<file path="src/rtl/mmu_xlate_pkg.sv">
package mmu_xlate_pkg;
  typedef enum logic [1:0] {
    ACC_LOAD  = 2'd0,
    ACC_STORE = 2'd1,
    ACC_FETCH = 2'd2,
    ACC_RSVD  = 2'd3
  } accKindE;

  typedef struct packed {
    logic loadPa;
    logic useBypass;
    logic loadFault;
  } xlStrobeT;

  localparam int CODE_PROT = 16;
  localparam int CODE_MISS = 18;
  localparam int STORE_BIT = 10;
endpackage

</file>
<file path="src/rtl/mmu_xlate_ctrl.sv">
module mmu_xlate_ctrl
  import mmu_xlate_pkg::*;
(
  input  logic     clk,
  input  logic     rstN,
  input  logic     reqValid,
  input  logic     msrVm,
  input  logic     cfgMmuPresent,
  input  logic     cfgFullVersion,
  input  logic     verMmuField,
  input  logic     lkHit,
  input  logic     faultAck,
  output xlStrobeT strobe,
  output logic     paValid,
  output logic     faultReq,
  output logic     faultPending,
  output logic     recursiveFault
);
  logic mmuOn, translate, bypassReq, hitReq, faultEvt, recursiveEvt, freshFault;
  logic paValidQ, faultReqQ, pendingQ, recursiveQ;

  always_comb begin
    mmuOn        = cfgMmuPresent && (!cfgFullVersion || verMmuField);
    translate    = mmuOn && msrVm;
    bypassReq    = reqValid && !translate;
    hitReq       = reqValid && translate && lkHit;
    faultEvt     = reqValid && translate && !lkHit;
    recursiveEvt = faultEvt && pendingQ && !faultAck;
    freshFault   = faultEvt && !recursiveEvt;
    strobe.loadPa    = bypassReq || hitReq;
    strobe.useBypass = !translate;
    strobe.loadFault = freshFault;
  end

  always_ff @(posedge clk or negedge rstN) begin
    if (!rstN) begin
      paValidQ   <= 1'b0;
      faultReqQ  <= 1'b0;
      pendingQ   <= 1'b0;
      recursiveQ <= 1'b0;
    end else begin
      paValidQ   <= strobe.loadPa;
      faultReqQ  <= freshFault;
      if (freshFault)    pendingQ <= 1'b1;
      else if (faultAck) pendingQ <= 1'b0;
      recursiveQ <= recursiveQ || recursiveEvt;
    end
  end

  assign paValid        = paValidQ;
  assign faultReq       = faultReqQ;
  assign faultPending   = pendingQ;
  assign recursiveFault = recursiveQ;


  fault_excl_chk: assert property (@(posedge clk) disable iff (!rstN)
    faultReq |-> !paValid);

  fault_pending_chk: assert property (@(posedge clk) disable iff (!rstN)
    faultReq |-> faultPending);

  recursive_sticky_chk: assert property (@(posedge clk) disable iff (!rstN)
    recursiveFault |=> recursiveFault);

  pa_after_req_chk: assert property (@(posedge clk) disable iff (!rstN)
    !reqValid |=> !paValid);
endmodule

</file>
<file path="src/rtl/mmu_xlate_dp.sv">
module mmu_xlate_dp
  import mmu_xlate_pkg::*;
#(
  parameter int ADDR_W     = 32,
  parameter int PAGE_BYTES = 4096,
  parameter int PROT_W     = 3,
  parameter int ESR_W      = 32
) (
  input  logic              clk,
  input  logic              rstN,
  input  xlStrobeT          strobe,
  input  logic [ADDR_W-1:0] reqVaddr,
  input  logic [1:0]        reqKind,
  input  logic              lkErrProt,
  input  logic [ADDR_W-1:0] lkVbase,
  input  logic [ADDR_W-1:0] lkPbase,
  input  logic [PROT_W-1:0] lkProt,
  output logic [ADDR_W-1:0] paPage,
  output logic [PROT_W-1:0] paProt,
  output logic [ADDR_W-1:0] earOut,
  output logic [ESR_W-1:0]  esrOut
);
  localparam int PAGE_SHIFT = $clog2(PAGE_BYTES);
  localparam logic [ADDR_W-1:0] PAGE_MASK = ~((ADDR_W'(1) << PAGE_SHIFT) - ADDR_W'(1));

  logic [ADDR_W-1:0] vPage, paPageD;
  logic [PROT_W-1:0] protD;
  logic [ESR_W-1:0]  esrD;
  logic [4:0]        codeD;
  logic [ADDR_W-1:0] paPageQ, earQ;
  logic [PROT_W-1:0] protQ;
  logic [ESR_W-1:0]  esrQ;

  always_comb begin
    vPage   = reqVaddr & PAGE_MASK;
    paPageD = strobe.useBypass ? vPage : (lkPbase + vPage - lkVbase);
    protD   = strobe.useBypass ? {PROT_W{1'b1}} : lkProt;
    codeD   = lkErrProt ? 5'(CODE_PROT) : 5'(CODE_MISS);
    if (reqKind == ACC_FETCH) codeD = codeD + 5'd1;
    esrD            = '0;
    esrD[4:0]       = codeD;
    esrD[STORE_BIT] = (reqKind == ACC_STORE);
  end

  always_ff @(posedge clk or negedge rstN) begin
    if (!rstN) begin
      paPageQ <= '0;
      protQ   <= '0;
      earQ    <= '0;
      esrQ    <= '0;
    end else begin
      if (strobe.loadPa) begin
        paPageQ <= paPageD;
        protQ   <= protD;
      end
      if (strobe.loadFault) begin
        earQ <= reqVaddr;
        esrQ <= esrD;
      end
    end
  end

  assign paPage = paPageQ;
  assign paProt = protQ;
  assign earOut = earQ;
  assign esrOut = esrQ;


  bypass_prot_chk: assert property (@(posedge clk) disable iff (!rstN)
    (strobe.loadPa && strobe.useBypass) |=> (paProt == {PROT_W{1'b1}}));

  syndrome_range_chk: assert property (@(posedge clk) disable iff (!rstN)
    strobe.loadFault |=> (esrOut[4:2] == 3'b100));

  ear_capture_chk: assert property (@(posedge clk) disable iff (!rstN)
    strobe.loadFault |=> (earOut == $past(reqVaddr)));
endmodule

</file>
<file path="src/rtl/mmu_xlate_front.sv">
module mmu_xlate_front
  import mmu_xlate_pkg::*;
#(
  parameter int ADDR_W     = 32,
  parameter int PAGE_BYTES = 4096,
  parameter int PROT_W     = 3,
  parameter int ESR_W      = 32
) (
  input  logic              clk,
  input  logic              rstN,
  input  logic              reqValid,
  input  logic [ADDR_W-1:0] reqVaddr,
  input  logic [1:0]        reqKind,
  input  logic              msrVm,
  input  logic              cfgMmuPresent,
  input  logic              cfgFullVersion,
  input  logic              verMmuField,
  input  logic              lkHit,
  input  logic              lkErrProt,
  input  logic [ADDR_W-1:0] lkVbase,
  input  logic [ADDR_W-1:0] lkPbase,
  input  logic [PROT_W-1:0] lkProt,
  input  logic              faultAck,
  output logic              paValid,
  output logic [ADDR_W-1:0] paPage,
  output logic [PROT_W-1:0] paProt,
  output logic              faultReq,
  output logic [ADDR_W-1:0] earOut,
  output logic [ESR_W-1:0]  esrOut,
  output logic              faultPending,
  output logic              recursiveFault
);
  xlStrobeT strobe;

  mmu_xlate_ctrl u_ctrl (
    .clk(clk), .rstN(rstN), .reqValid(reqValid), .msrVm(msrVm),
    .cfgMmuPresent(cfgMmuPresent), .cfgFullVersion(cfgFullVersion),
    .verMmuField(verMmuField), .lkHit(lkHit), .faultAck(faultAck),
    .strobe(strobe), .paValid(paValid), .faultReq(faultReq),
    .faultPending(faultPending), .recursiveFault(recursiveFault)
  );

  mmu_xlate_dp #(
    .ADDR_W(ADDR_W), .PAGE_BYTES(PAGE_BYTES), .PROT_W(PROT_W), .ESR_W(ESR_W)
  ) u_dp (
    .clk(clk), .rstN(rstN), .strobe(strobe), .reqVaddr(reqVaddr),
    .reqKind(reqKind), .lkErrProt(lkErrProt), .lkVbase(lkVbase),
    .lkPbase(lkPbase), .lkProt(lkProt), .paPage(paPage), .paProt(paProt),
    .earOut(earOut), .esrOut(esrOut)
  );
endmodule

</file>
<file path="config.mk">
export PLATFORM = sky130hd
export DESIGN_NAME = mmu_xlate_front
export DESIGN_NICKNAME = d
export VERILOG_FILES = /design/src/rtl/mmu_xlate_pkg.sv /design/src/rtl/mmu_xlate_ctrl.sv /design/src/rtl/mmu_xlate_dp.sv /design/src/rtl/mmu_xlate_front.sv
export SDC_FILE = /design/constraint.sdc
export NUM_CORES = 1
export LEC_CHECK = 0
export ABC_AREA = 1
export BUFFER_PORTS_ARGS = -buffer_cell sky130_fd_sc_hd__buf_2
export CAP_MARGIN = 20
export CORE_UTILIZATION = 52
export DETAILED_ROUTE_END_ITERATION = 6
export HOLD_SLACK_MARGIN = 0.1
export PLACE_DENSITY = 0.83
export SYNTH_ARGS = -nofsm -noshare
export SYNTH_HDL_FRONTEND = slang
export SYNTH_SLANG_ARGS = --single-unit
export TNS_END_PERCENT = 20
</file>
<file path="constraint.sdc">
create_clock -name clk -period 1.55 [get_ports clk]
set_input_delay 0.3875 -clock clk [delete_from_list [all_inputs] [get_ports clk]]
set_output_delay 0.3875 -clock clk [all_outputs]
set_load 0.05 [all_outputs]
</file>
Word level (Yosys, flattened, before mapping)
Index checks and enable logic that the tools add are counted.
{"block": "word_totals", "register_bits": 77, "latchBits": 0, "ram_bits": 0, "mem_bits_ro": 0, "wordCells": 37, "mem_count": 0}
{"block": "op_classes", "add_sub_neg": 3, "mul": 0, "div": 0, "magnitude_cmp": 0, "n_eq_ne": 2, "shift": 0, "n_mux": 6, "n_bitwise": 0, "n_reduce_logical": 18}
{"cell": "$add A32 B32 Y32", "count": 1}
{"cell": "$mux W32", "count": 1}
{"cell": "$sub A32 B32 Y32", "count": 1}
{"cell": "$logic_and A1 B1 Y1", "count": 9}
{"cell": "$add A5 B1 Y5 const B", "count": 1}
{"cell": "$logic_not A1 Y1", "count": 5}
{"cell": "$mux W5", "count": 1}
{"cell": "$logic_or A1 B1 Y1", "count": 3}
{"cell": "$mux W3", "count": 1}
{"cell": "$eq A2 B1 Y1 const B", "count": 1}
{"cell": "$eq A2 B2 Y1 const B", "count": 1}
{"cell": "$mux W1", "count": 2}
{"cell": "$mux W2", "count": 1}
{"cell": "$reduce_bool A2 Y1", "count": 1}

Depth between registers and ports, before layout
Gate-level depths: netlist of run 1.
{"block": "logic_depth", "ltp_word": 11, "depth_mapped": 17, "ltp_nobuf": 17}

Modules after synthesis
From an unflattened synthesis of run 1, not the netlist that was laid out.
{"block": "hier_totals", "hier_cells": 935, "hier_area_um2": 6259.8}
{"mod": "mmu_xlate_dp", "instances": 1, "cells_each": 910, "area_each_um2": 6063.3, "seq_area_each_um2": 1776.7}
{"mod": "mmu_xlate_ctrl", "instances": 1, "cells_each": 25, "area_each_um2": 196.4, "seq_area_each_um2": 100.1}

Worst setup path after synthesis of run 1
No wires, ideal clock.
{"block": "synth_path", "kind": "in2reg", "from": "input port reqVaddr[14]", "to": "register u_dp.paPageQ[23], in the netlist u_dp.paPage[23]", "setup_ns": 0.118, "arrival_ns": 2.151, "required_time_ns": 1.432, "setup_slack_ns": -0.719, "cell_stages": 14, "path_buffers": 0, "cell_sequence": "inv_1 -> fa_1 -> inv_1 -> ha_1 -> nand2_1 -> nor2_1 -> and2_1 -> nand2_1 -> nand2_1 -> nand2_1 -> nand3_1 -> nand3_1 -> nand2_1 -> nand2_1"}
{"block": "synth_between", "elab_chain_cells": 3}
{"element": "start, declared", "line": "mmu_xlate_front.sv:12", "rtl": "input logic [ADDR_W-1:0] reqVaddr,"}
{"element": "$add A32 B32 Y32", "line": "mmu_xlate_dp.sv:36", "rtl": "paPageD = strobe.useBypass ? vPage : (lkPbase + vPage - lkVbase);"}
{"element": "$sub A32 B32 Y32", "line": "mmu_xlate_dp.sv:36"}
{"element": "$mux W32", "line": "mmu_xlate_dp.sv:36"}
{"element": "end signal, assigned", "line": "mmu_xlate_dp.sv:53", "rtl": "paPageQ <= paPageD;"}
{"element": "end, declared", "line": "mmu_xlate_dp.sv:30", "rtl": "logic [ADDR_W-1:0] paPageQ, earQ;"}
Every way passes these cells.
A chain may end at the register's enable or synchronous reset.

Final worst setup path of run 1
{"block": "layout_path", "from": "input port lkVbase[13]", "to": "register u_dp.paPageQ[15], in the netlist u_dp.paPage[15]"}
{"block": "layout_between", "elab_chain_cells": 2}
{"element": "start, declared", "line": "mmu_xlate_front.sv:20", "rtl": "input logic [ADDR_W-1:0] lkVbase,"}
{"element": "$sub A32 B32 Y32", "line": "mmu_xlate_dp.sv:36"}
{"element": "$mux W32", "line": "mmu_xlate_dp.sv:36"}
Every way passes these cells.

==> impl_metrics.toml, run 1 <==
[status]
status = "complete, but fails checks"
violations = "design-rule violations, negative setup slack"

[detailed_routing]
wl_per_cell_um = 15.21
antenna_left = 0
drtIter0Drc = 586
routed_via_density = 5.068
via_count = 6827
post-route-drc-count = 20
first_pass_iters = 7
wl_mm = 20.49

[clock_tree]
clk_pin_slew_ps = 70
clock_sinks = 75
cts-htree-levels = 3
cts_tree = "done"
numCtsBuffers = 9
clk_path_buf_depth = 2
root_buffer = "clkbuf_16"
insertion_delay_ps = 350

[setup_path]
cp_slowest_stage_delay_ps = 570
rrSetupSlack_ps = 220
cp_slowest_cell = "fa_1"
crit_start = "lkVbase[13]"
path_depth = 13
crit_family = "adder cells"
cp.buffers_inverters = 3
r2r_end = "u_dp.esrOut[4]$_DFFE_PN0P_"
critPathMaxFanout = 4
cp-start-kind = "input port"
path_class = "in -> reg"
reg2reg_depth = 5
critical_path_arrival_ps = 2410
crit_path_end_kind = "flop"
endpoint = "u_dp.paPage[15]$_DFFE_PN0P_"
required_ps = 1830
cp_cell_sequence = "buf_6 -> fa_1 -> inv_2 -> ha_4 -> nand2_4 -> nor2_4 -> and2_1 -> nand2_1 -> nand2_2 -> buf_6 -> xor2_1 -> nand2_1 -> a21oi_1"
r2r_start = "u_ctrl.faultPending$_DFFE_PN0P_"

[timing]
fin_skew_ps = 3.744
setup_ws_ps = -582.8
slew_violations = 0
rsz0062_at_grt = "yes"
fmax_ghz = 0.4689
min_period_ps = 2133
fin_hold_ws_ps = 218.2
tns_ps = -10310
hold_viol_final = 0
period_share_pct = 137.6
finalSetupViolCount = 27

[logic_synthesis]
synth_cell_types = 32
yosysSeqAreaShare_pct = 29.99
yosysWarnings = 0
yosys_most_used_dff = "dfrtp_1"
avgSynthCellArea_um2 = 6.757
synth_edf_count = 0
ys_ff_latch = 75
synth_top_area_share_pct = 29.99
yosys-top-cells-count = "nand2_1, inv_1, dfrtp_1, nor2_1, nand3_1"
synthTopCellsByArea = "dfrtp_1, nand2_1, inv_1"
synth_top_cell_by_area = "dfrtp_1"
synth.most_common_cell = "nand2_1"
async_flop_share_pct = 100.0
synth_cells = 926
syn_area_um2 = 6257

[placed_design]
dpl.hpwl_mm = 14.96
dp_slack_ps = -983.0
routabilityCongestion = 0.9188
placed_cells = 1322
io_buffers = 185

[floorplanning]
start_util_pct = 54.11
die_area_um2 = 12480
io-pin-count = 214
die_y_um = 111.7
die_width_um = 111.7
core_region_area_um2 = 11560
rows = 39

[cells_and_area]
antenna_cells = 0
multi_input_area_um2 = 4463
regArea_um2 = 1877
fin_nets = 1372
drive_gt1_share_pct = 42.61
fin_util_pct = 80.77
stdcell_count = 1347
syn2layout_area_growth_pct = 49.29
fillers = 787

[power]
power_density_nw_per_um2 = 1093
pwr-share-clk_pct = 22.3
internal_power_uw = 5483
seq_power_share_pct = 23.9
combPwrFrac_pct = 53.8
vdd_drop_max_mv = 0.6088
sw_frac_of_total_pct = 46.29
p_leak_uw = 0.005316
p_switching_uw = 4726

[global_route]
first_global_vias = 6662
track_usage_pct = 32.36
grt_max_degree = 32
grt-ovfl-total = 0
antenna_found_initial = 0
grt_pass1_wl_mm = 31.73

[run]
cap_violations = 0

[hold_path]
hold_path_class = "in -> reg"
through the flow:
step	total power [uW]	area, um^2
final	10210	9341
after floorplan	5868	6802
after global routing	10720	9341
after global placement	7154	8292
after CTS	9844	9060
after detailed placement	7245	8292
state kept, by name, summed over array words and instances, names as in the netlist:
| name | cells |
|---|---|
| u_ctrl.paValid | 1 |
| u_dp.paProt | 3 |
| u_ctrl.faultPending | 1 |
| u_dp.earOut | 32 |
| u_ctrl.recursiveFault | 1 |
| u_dp.esrOut | 4 |
| u_ctrl.faultReq | 1 |
| u_dp.paPage | 32 |
how the worst min path moves through the flow:
stage               startpoint                         endpoint  slack [ps]  cells after the start
floorplan                 rstN  u_ctrl.faultPending$_DFFE_PN0P_          90                      0
global placement          rstN       u_dp.earOut[9]$_DFFE_PN0P_         330                      1
detailed placement        rstN       u_dp.earOut[8]$_DFFE_PN0P_         330                      1
CTS                  lkErrProt       u_dp.esrOut[1]$_DFFE_PN0P_         210                      2
global route         lkErrProt       u_dp.esrOut[1]$_DFFE_PN0P_         210                      2
finish               lkErrProt       u_dp.esrOut[1]$_DFFE_PN0P_         220                      2
cells in the final DEF, fill, tap and decap left out, drive strengths merged:
cell type / count
a21o: 1
a21oi: 38
a22o: 2
and2: 3
buf: 278
bufinv: 1
clkbuf: 9
clkinv: 1
conb: 28
dfrtp: 75
dlygate4sd3: 1
fa: 20
ha: 42
inv: 200
nand2: 337
nand3: 47
nand3b: 2
nand4: 2
nor2: 50
nor3: 3
o21ai: 45
o21bai: 2
o22a: 3
o31ai: 1
or2: 3
xnor2: 5
xor2: 5
metal layers:
layer  GRT usage [%]  vias up  share of wire [%]
met5               0        -                  0
met3           5.934       46                7.9
met4           11.17        0                2.5
met2           56.77      310                 49
met1           39.87     3188                 40
li1                -     3283                  -
cell families after synthesis:
family	share of synthesized area, %
AOI/OAI and AO/OA	8.558
and+or+nand+nor	28.41
other	0.05993
adders and majority gates	14.80
buffers and inverters	16.78
xor gates and xnor gates	1.400
DFF	29.99
repair_timing:
| item | CTS | global route |
|---|---|---|
| setup buffers | 1 | 7 |
| endpoints found under the setup margin | 28 | 29 |
| hold endpoints to repair | 26 | 0 |
| pin swaps | 49 | 68 |
| gates resized for setup | 89 | 76 |
| hold buffers | 1 | 0 |
power by group through the flow:
stage	Combinational (uW)	Sequential (uW)	Clock [uW]
after floorplan	2320	3550	0
after global placement	4710	2440	0
after detailed placement	4790	2450	0
after CTS	5120	2430	2290
after global routing	5870	2470	2380
final	5490	2440	2280
cell type report:
class	count	area share, %
timing repair buffer	279	18.87
multi-input combinational	639	47.78
clock inverter	7	0.9644
inverter	195	7.969
sequential	75	20.09
clock buffer	9	2.411
tap	143	1.915
No activity file was read; power rests on OpenSTA's default activity.
==> inputs of run 2 (changes only) <==
--- a/config.mk
+++ b/config.mk
@@ -8,10 +8,11 @@
 export ABC_AREA = 1
 export BUFFER_PORTS_ARGS = -buffer_cell sky130_fd_sc_hd__buf_2
 export CAP_MARGIN = 20
-export CORE_UTILIZATION = 52
+export CORE_UTILIZATION = 35
 export DETAILED_ROUTE_END_ITERATION = 6
 export HOLD_SLACK_MARGIN = 0.1
-export PLACE_DENSITY = 0.83
+export PLACE_DENSITY = 0.6
+export RECOVER_POWER = 100
 export SYNTH_ARGS = -nofsm -noshare
 export SYNTH_HDL_FRONTEND = slang
 export SYNTH_SLANG_ARGS = --single-unit
==> run 2 against run 1 <==
The flow finishes with violations (negative setup slack). First-iteration DRC count decreased by 52%. Wire length is 8.1% lower. Critical path type unchanged. Final area is 1.6% lower.
==> impl_metrics.toml, run 2 (synthesized netlist as in run 1, its figures left out) <==
[placed_design]
placed_cells = 1398
io_buffers = 185
dp_slack_ps = -953.1
routabilityCongestion = 0.8597
dpl.hpwl_mm = 14.65

[global_route]
grt_pass1_wl_mm = 29.74
grt_max_degree = 76
grt-ovfl-total = 0
track_usage_pct = 20.97
antenna_found_initial = 0
first_global_vias = 6065

[timing]
fin_hold_ws_ps = 236.6
slew_headroom_pct = 51.82
setup_ws_ps = -530.0
period_share_pct = 134.2
min_period_ps = 2080
rsz0062_at_grt = "yes"
hold_viol_final = 0
fin_skew_ps = 8.971
finalSetupViolCount = 26
slew_violations = 0
worstMarginPinSlew_ps = 722.8
fmax_ghz = 0.4808

[setup_path]
cp_slowest_cell = "fa_1"
crit_path_end_kind = "flop"
crit_start = "reqVaddr[13]"
crit_family = "adder cells"
cp-start-kind = "input port"
path_class = "in -> reg"
cp_cell_sequence = "buf_8 -> inv_4 -> fa_1 -> inv_2 -> ha_4 -> nand2_4 -> nor2_4 -> and2_1 -> nand2_1 -> nand2_2 -> xor2_1 -> nand2_1 -> a21oi_1"
r2r_start = "u_ctrl.faultPending$_DFFE_PN0P_"
critical_path_arrival_ps = 2350
cp.buffers_inverters = 3
cp_slowest_stage_delay_ps = 590
worst_path_most_repeated_cell = "nand2_1"
required_ps = 1820
critPathMaxFanout = 4

[detailed_routing]
routed_via_density = 4.429
wl_per_cell_um = 13.23
first_pass_iters = 5
wl_mm = 18.83
antenna_left = 0
drtIter0Drc = 279
via_count = 6303
post-route-drc-count = 0

[status]
violations = "negative setup slack"
status = "complete, but fails checks"

[floorplanning]
start_util_pct = 36.05
io-pin-count = 214
die_width_um = 135.7
core_region_area_um2 = 17360
die_y_um = 135.7
die_area_um2 = 18420
rows = 48

[cells_and_area]
fin_nets = 1366
multi_input_area_um2 = 4354
stdcell_count = 1423
drive_gt1_share_pct = 39.07
fillers = 1676
final_common_cell = "nand2_1"
mostFrequentLayoutCells = "nand2_1, inv_1, buf_2"
regArea_um2 = 1877
syn2layout_area_growth_pct = 46.91
antenna_cells = 0

[clock_tree]
clock_sinks = 75
clk_path_buf_depth = 2
insertion_delay_ps = 360
clk_pin_slew_ps = 60
root_buffer = "clkbuf_16"
cts_tree = "done"
cts-htree-levels = 3
numCtsBuffers = 9

[power]
fin_total_pwr_uw = 9876
vdd_drop_max_mv = 0.6004
power_density_nw_per_um2 = 1074
p_leak_uw = 0.005185

[hold_path]
hold_start = "lkErrProt"
hold_path_class = "in -> reg"

[run]
cap_violations = 0
run 2: cell types whose count changed in the layout (fill, tap and decap cells not counted), moves of 5 or more:
cell / change
o21ai_0: +6
inv_2: -7
inv_1: +9
nand2_4: -5
o21ai_2: -5
nand2_2: -14
buf_6: -5
buf_4: -6
nand2_1: +19
clkbuf_2: +78
buf_2: -71
run 2: metal layers:
layer	part of all wire (%)	GRT usage, %
met3	5.6	2.619
met5	0	0
met4	1.5	7.116
met2	45	33.65
met1	48	28.95
run 2: power breakdown:
part | leakage (uW) | total, uW | switching [uW] | internal [uW]
clock | 0.000146 | 2250 | 948 | 1310
combinational | 0.00410 | 5180 | 3360 | 1820
sequential | 0.000937 | 2440 | 174 | 2260
run 2: repair_timing:
action,CTS,global route
gates resized for setup,62,57
pin swaps,41,23
hold endpoints to repair,69,0
setup endpoints to repair,27,27
cloned,0,0
setup buffers,6,2
hold buffers,1,0
run 2: path summary, 6_finish.rpt:
path	end	slack, ps	cells after the start
min reg2reg	u_dp.esrOut[4]$_DFFE_PN0P_	460	1
max	u_dp.paPage[15]$_DFFE_PN0P_	-530	13
min in group asynchronous	u_dp.earOut[7]$_DFFE_PN0P_	720	3
max reg2reg	u_dp.esrOut[4]$_DFFE_PN0P_	240	5
max in group asynchronous	u_dp.paPage[15]$_DFFE_PN0P_	330	3
min	u_dp.esrOut[1]$_DFFE_PN0P_	240	2
run 2: per-stage QoR:
stage,util [%],TNS (ps),area (um^2)
after floorplan,-,-11880,6802
after global placement,48.03,-23460,8337
after detailed placement,48.03,-23500,8337
after CTS,51.87,-9640,9002
after global routing,52.96,-12860,9193
final,52.96,-9551,9193
run 2: layout make-up:
cell class,count,share of cell area [%]
Timing Repair Buffer,273,17.76
Clock inverter,6,0.7758
Sequential cell,75,20.42
Inverter,195,8.017
Multi-Input combinational cell,639,47.37
Tap cell,225,3.062
Clock buffer,10,2.600
==> inputs of run 3 (changes only) <==
--- a/config.mk
+++ b/config.mk
@@ -11,8 +11,10 @@
 export CORE_UTILIZATION = 35
 export DETAILED_ROUTE_END_ITERATION = 6
 export HOLD_SLACK_MARGIN = 0.1
-export PLACE_DENSITY = 0.6
+export PLACE_DENSITY = 0.69
 export RECOVER_POWER = 100
+export REMOVE_ABC_BUFFERS = 1
+export SKIP_LAST_GASP = 1
 export SYNTH_ARGS = -nofsm -noshare
 export SYNTH_HDL_FRONTEND = slang
 export SYNTH_SLANG_ARGS = --single-unit
==> run 3 against run 2 <==
The run still ends with negative setup slack left. Wire length is 2.7% lower. Sequential cell count stayed put. Setup slack worse by 25 ps. Count of clock-buffer cells in the layout is 2 higher. Final cell count is 0.63% higher. Critical path depth is 4 higher. Die area stayed put.
==> impl_metrics.toml, run 3 (synthesized netlist as in run 1, its figures left out) <==
[floorplanning]
start_util_pct = 36.05
rows = 48
die_width_um = 135.7
die_y_um = 135.7
io-pin-count = 214
die_area_um2 = 18420
core_region_area_um2 = 17360

[setup_path]
cp_slowest_cell = "fa_1"
cp_slowest_stage_delay_ps = 580
path_class = "in -> reg"
crit_family = "adder cells"
cp.buffers_inverters = 4
cp-start-kind = "input port"
crit_path_end_kind = "flop"
critical_path_arrival_ps = 2340
cp_cell_sequence = "buf_6 -> inv_4 -> fa_1 -> ha_4 -> nand2_4 -> inv_2 -> nand2_2 -> nand2_2 -> buf_6 -> a21oi_2 -> nand2_2 -> nand2_2 -> nand2_1 -> nand2_1 -> nand3_2 -> nand2_1 -> nand2_1"
critPathMaxFanout = 5
required_ps = 1780

[detailed_routing]
via_count = 6326
antenna_left = 0
post-route-drc-count = 0
wl_per_cell_um = 12.80
first_pass_iters = 4
drtIter0Drc = 202
routed_via_density = 4.418
wl_mm = 18.32

[timing]
slew_headroom_pct = 50.53
finalSetupViolCount = 28
slew_violations = 0
hold_viol_final = 0
rsz0062_at_grt = "yes"
setup_ws_ps = -555.1
worstMarginPinSlew_ps = 742.1
min_period_ps = 2105
period_share_pct = 135.8
fin_hold_ws_ps = 221.7
fin_skew_ps = 4.991
fmax_ghz = 0.4750

[global_route]
grt-ovfl-total = 0
busiest_layer = "met2"
use_met1_pct = 26.45
first_global_vias = 6065
grt_pass1_wl_mm = 29.17
antenna_found_initial = 0
track_usage_pct = 20.39
use_met3_pct = 3.180
met2_usage_pct = 35.01
grt_max_degree = 76

[status]
violations = "negative setup slack"
status = "complete, but fails checks"

[power]
p_leak_uw = 0.005294
power_density_nw_per_um2 = 1059
vdd_drop_max_mv = 0.7139

[clock_tree]
cts-htree-levels = 3
clk_pin_slew_ps = 60
root_buffer = "clkbuf_16"
clk_path_buf_depth = 2
insertion_delay_ps = 350
cts_tree = "done"
clock_sinks = 75
numCtsBuffers = 9

[placed_design]
dpl.hpwl_mm = 14.25
dpl_cell_area_um2 = 7954
dp_slack_ps = -1179
io_buffers = 185
routabilityCongestion = 0.8528

[cells_and_area]
antenna_cells = 0
fin_util_pct = 52.83
mostFrequentLayoutCells = "nand2_1, inv_1, buf_2"
final_common_cell = "nand2_1"
syn2layout_area_growth_pct = 46.53
fin_area_um2 = 9169
fin_nets = 1375
drive_gt1_share_pct = 39.52

[hold_path]
hold_path_class = "in -> reg"

[run]
cap_violations = 0
==> run 3: cell types whose count changed in the layout (fill, tap and decap cells not counted), moves of 7 or more <==
cell     change
ha_4        -20
nand2_1      -8
inv_1        -9
ha_1        +19
buf_6       +11
nand2_4      +7
inv_2       +10
==> run 3: layer usage <==
| layer | routed length [um] | vias to the layer above |
|---|---|---|
| li1 | - | 3287 |
| met4 | 219 | 0 |
| met5 | 0 | - |
| met3 | 896 | 17 |
| met2 | 8593 | 177 |
| met1 | 8615 | 2845 |
==> run 3: layout make-up <==
type	count	area (um^2)
multi-input combinational	639	4212
fill	1709	8188
inverter	195	734.5
sequential	75	1877
timing repair buffer	282	1783
clock buffer	12	256.5
clock inverter	4	25.02
tap	225	281.5
==> run 3: per-stage QoR <==
step	power [uW]	std cells	setup TNS [ps]
final	9711	1432	-11880
after global routing	10350	1432	-16110
after CTS	9546	1427	-11640
after detailed placement	6799	1401	-27740
after global placement	6763	1401	-26990
after floorplan	5367	909	-49580
==> run 3: worst reg2reg max path, cell delays in order (launching register included) <==
cell and delay, ps:
dfrtp_1 340, inv_1 40, nor2_1 140, nor2_1 80, clkbuf_2 260, or2_2 350
==> run 3: report_power, final <==
group / internal [uW] / switching, uW / total [uW]
combinational: 1840 / 3410 / 5250
sequential: 2260 / 172 / 2440
clock: 1170 / 860 / 2030
total: 5270 / 4440 / 9710
==> run 3: path summary, 6_finish.rpt <==
path                       cells past startpoint                          end                       startpoint  slack [ps]
hold / removal                                 2   u_dp.esrOut[1]$_DFFE_PN0P_                        lkErrProt         220
max in group asynchronous                      3  u_dp.earOut[27]$_DFFE_PN0P_                             rstN         280
setup / recovery                              17  u_dp.paPage[25]$_DFFE_PN0P_                      lkVbase[12]        -560
min in group asynchronous                      3   u_dp.earOut[0]$_DFFE_PN0P_                             rstN         710
setup reg to reg                               5   u_dp.esrOut[4]$_DFFE_PN0P_  u_ctrl.faultPending$_DFFE_PN0P_         230
hold reg to reg                                1   u_dp.esrOut[4]$_DFFE_PN0P_       u_dp.esrOut[4]$_DFFE_PN0P_         470
==> run 3: what timing repair did <==
action                                  in CTS  in global routing
endpoints found under the setup margin      29                 29
pin swaps                                   65                 71
endpoints found under the hold margin       75                  0
gates resized for setup                    142                 81
hold buffers                                 1                  0
buffers inserted                             9                  5
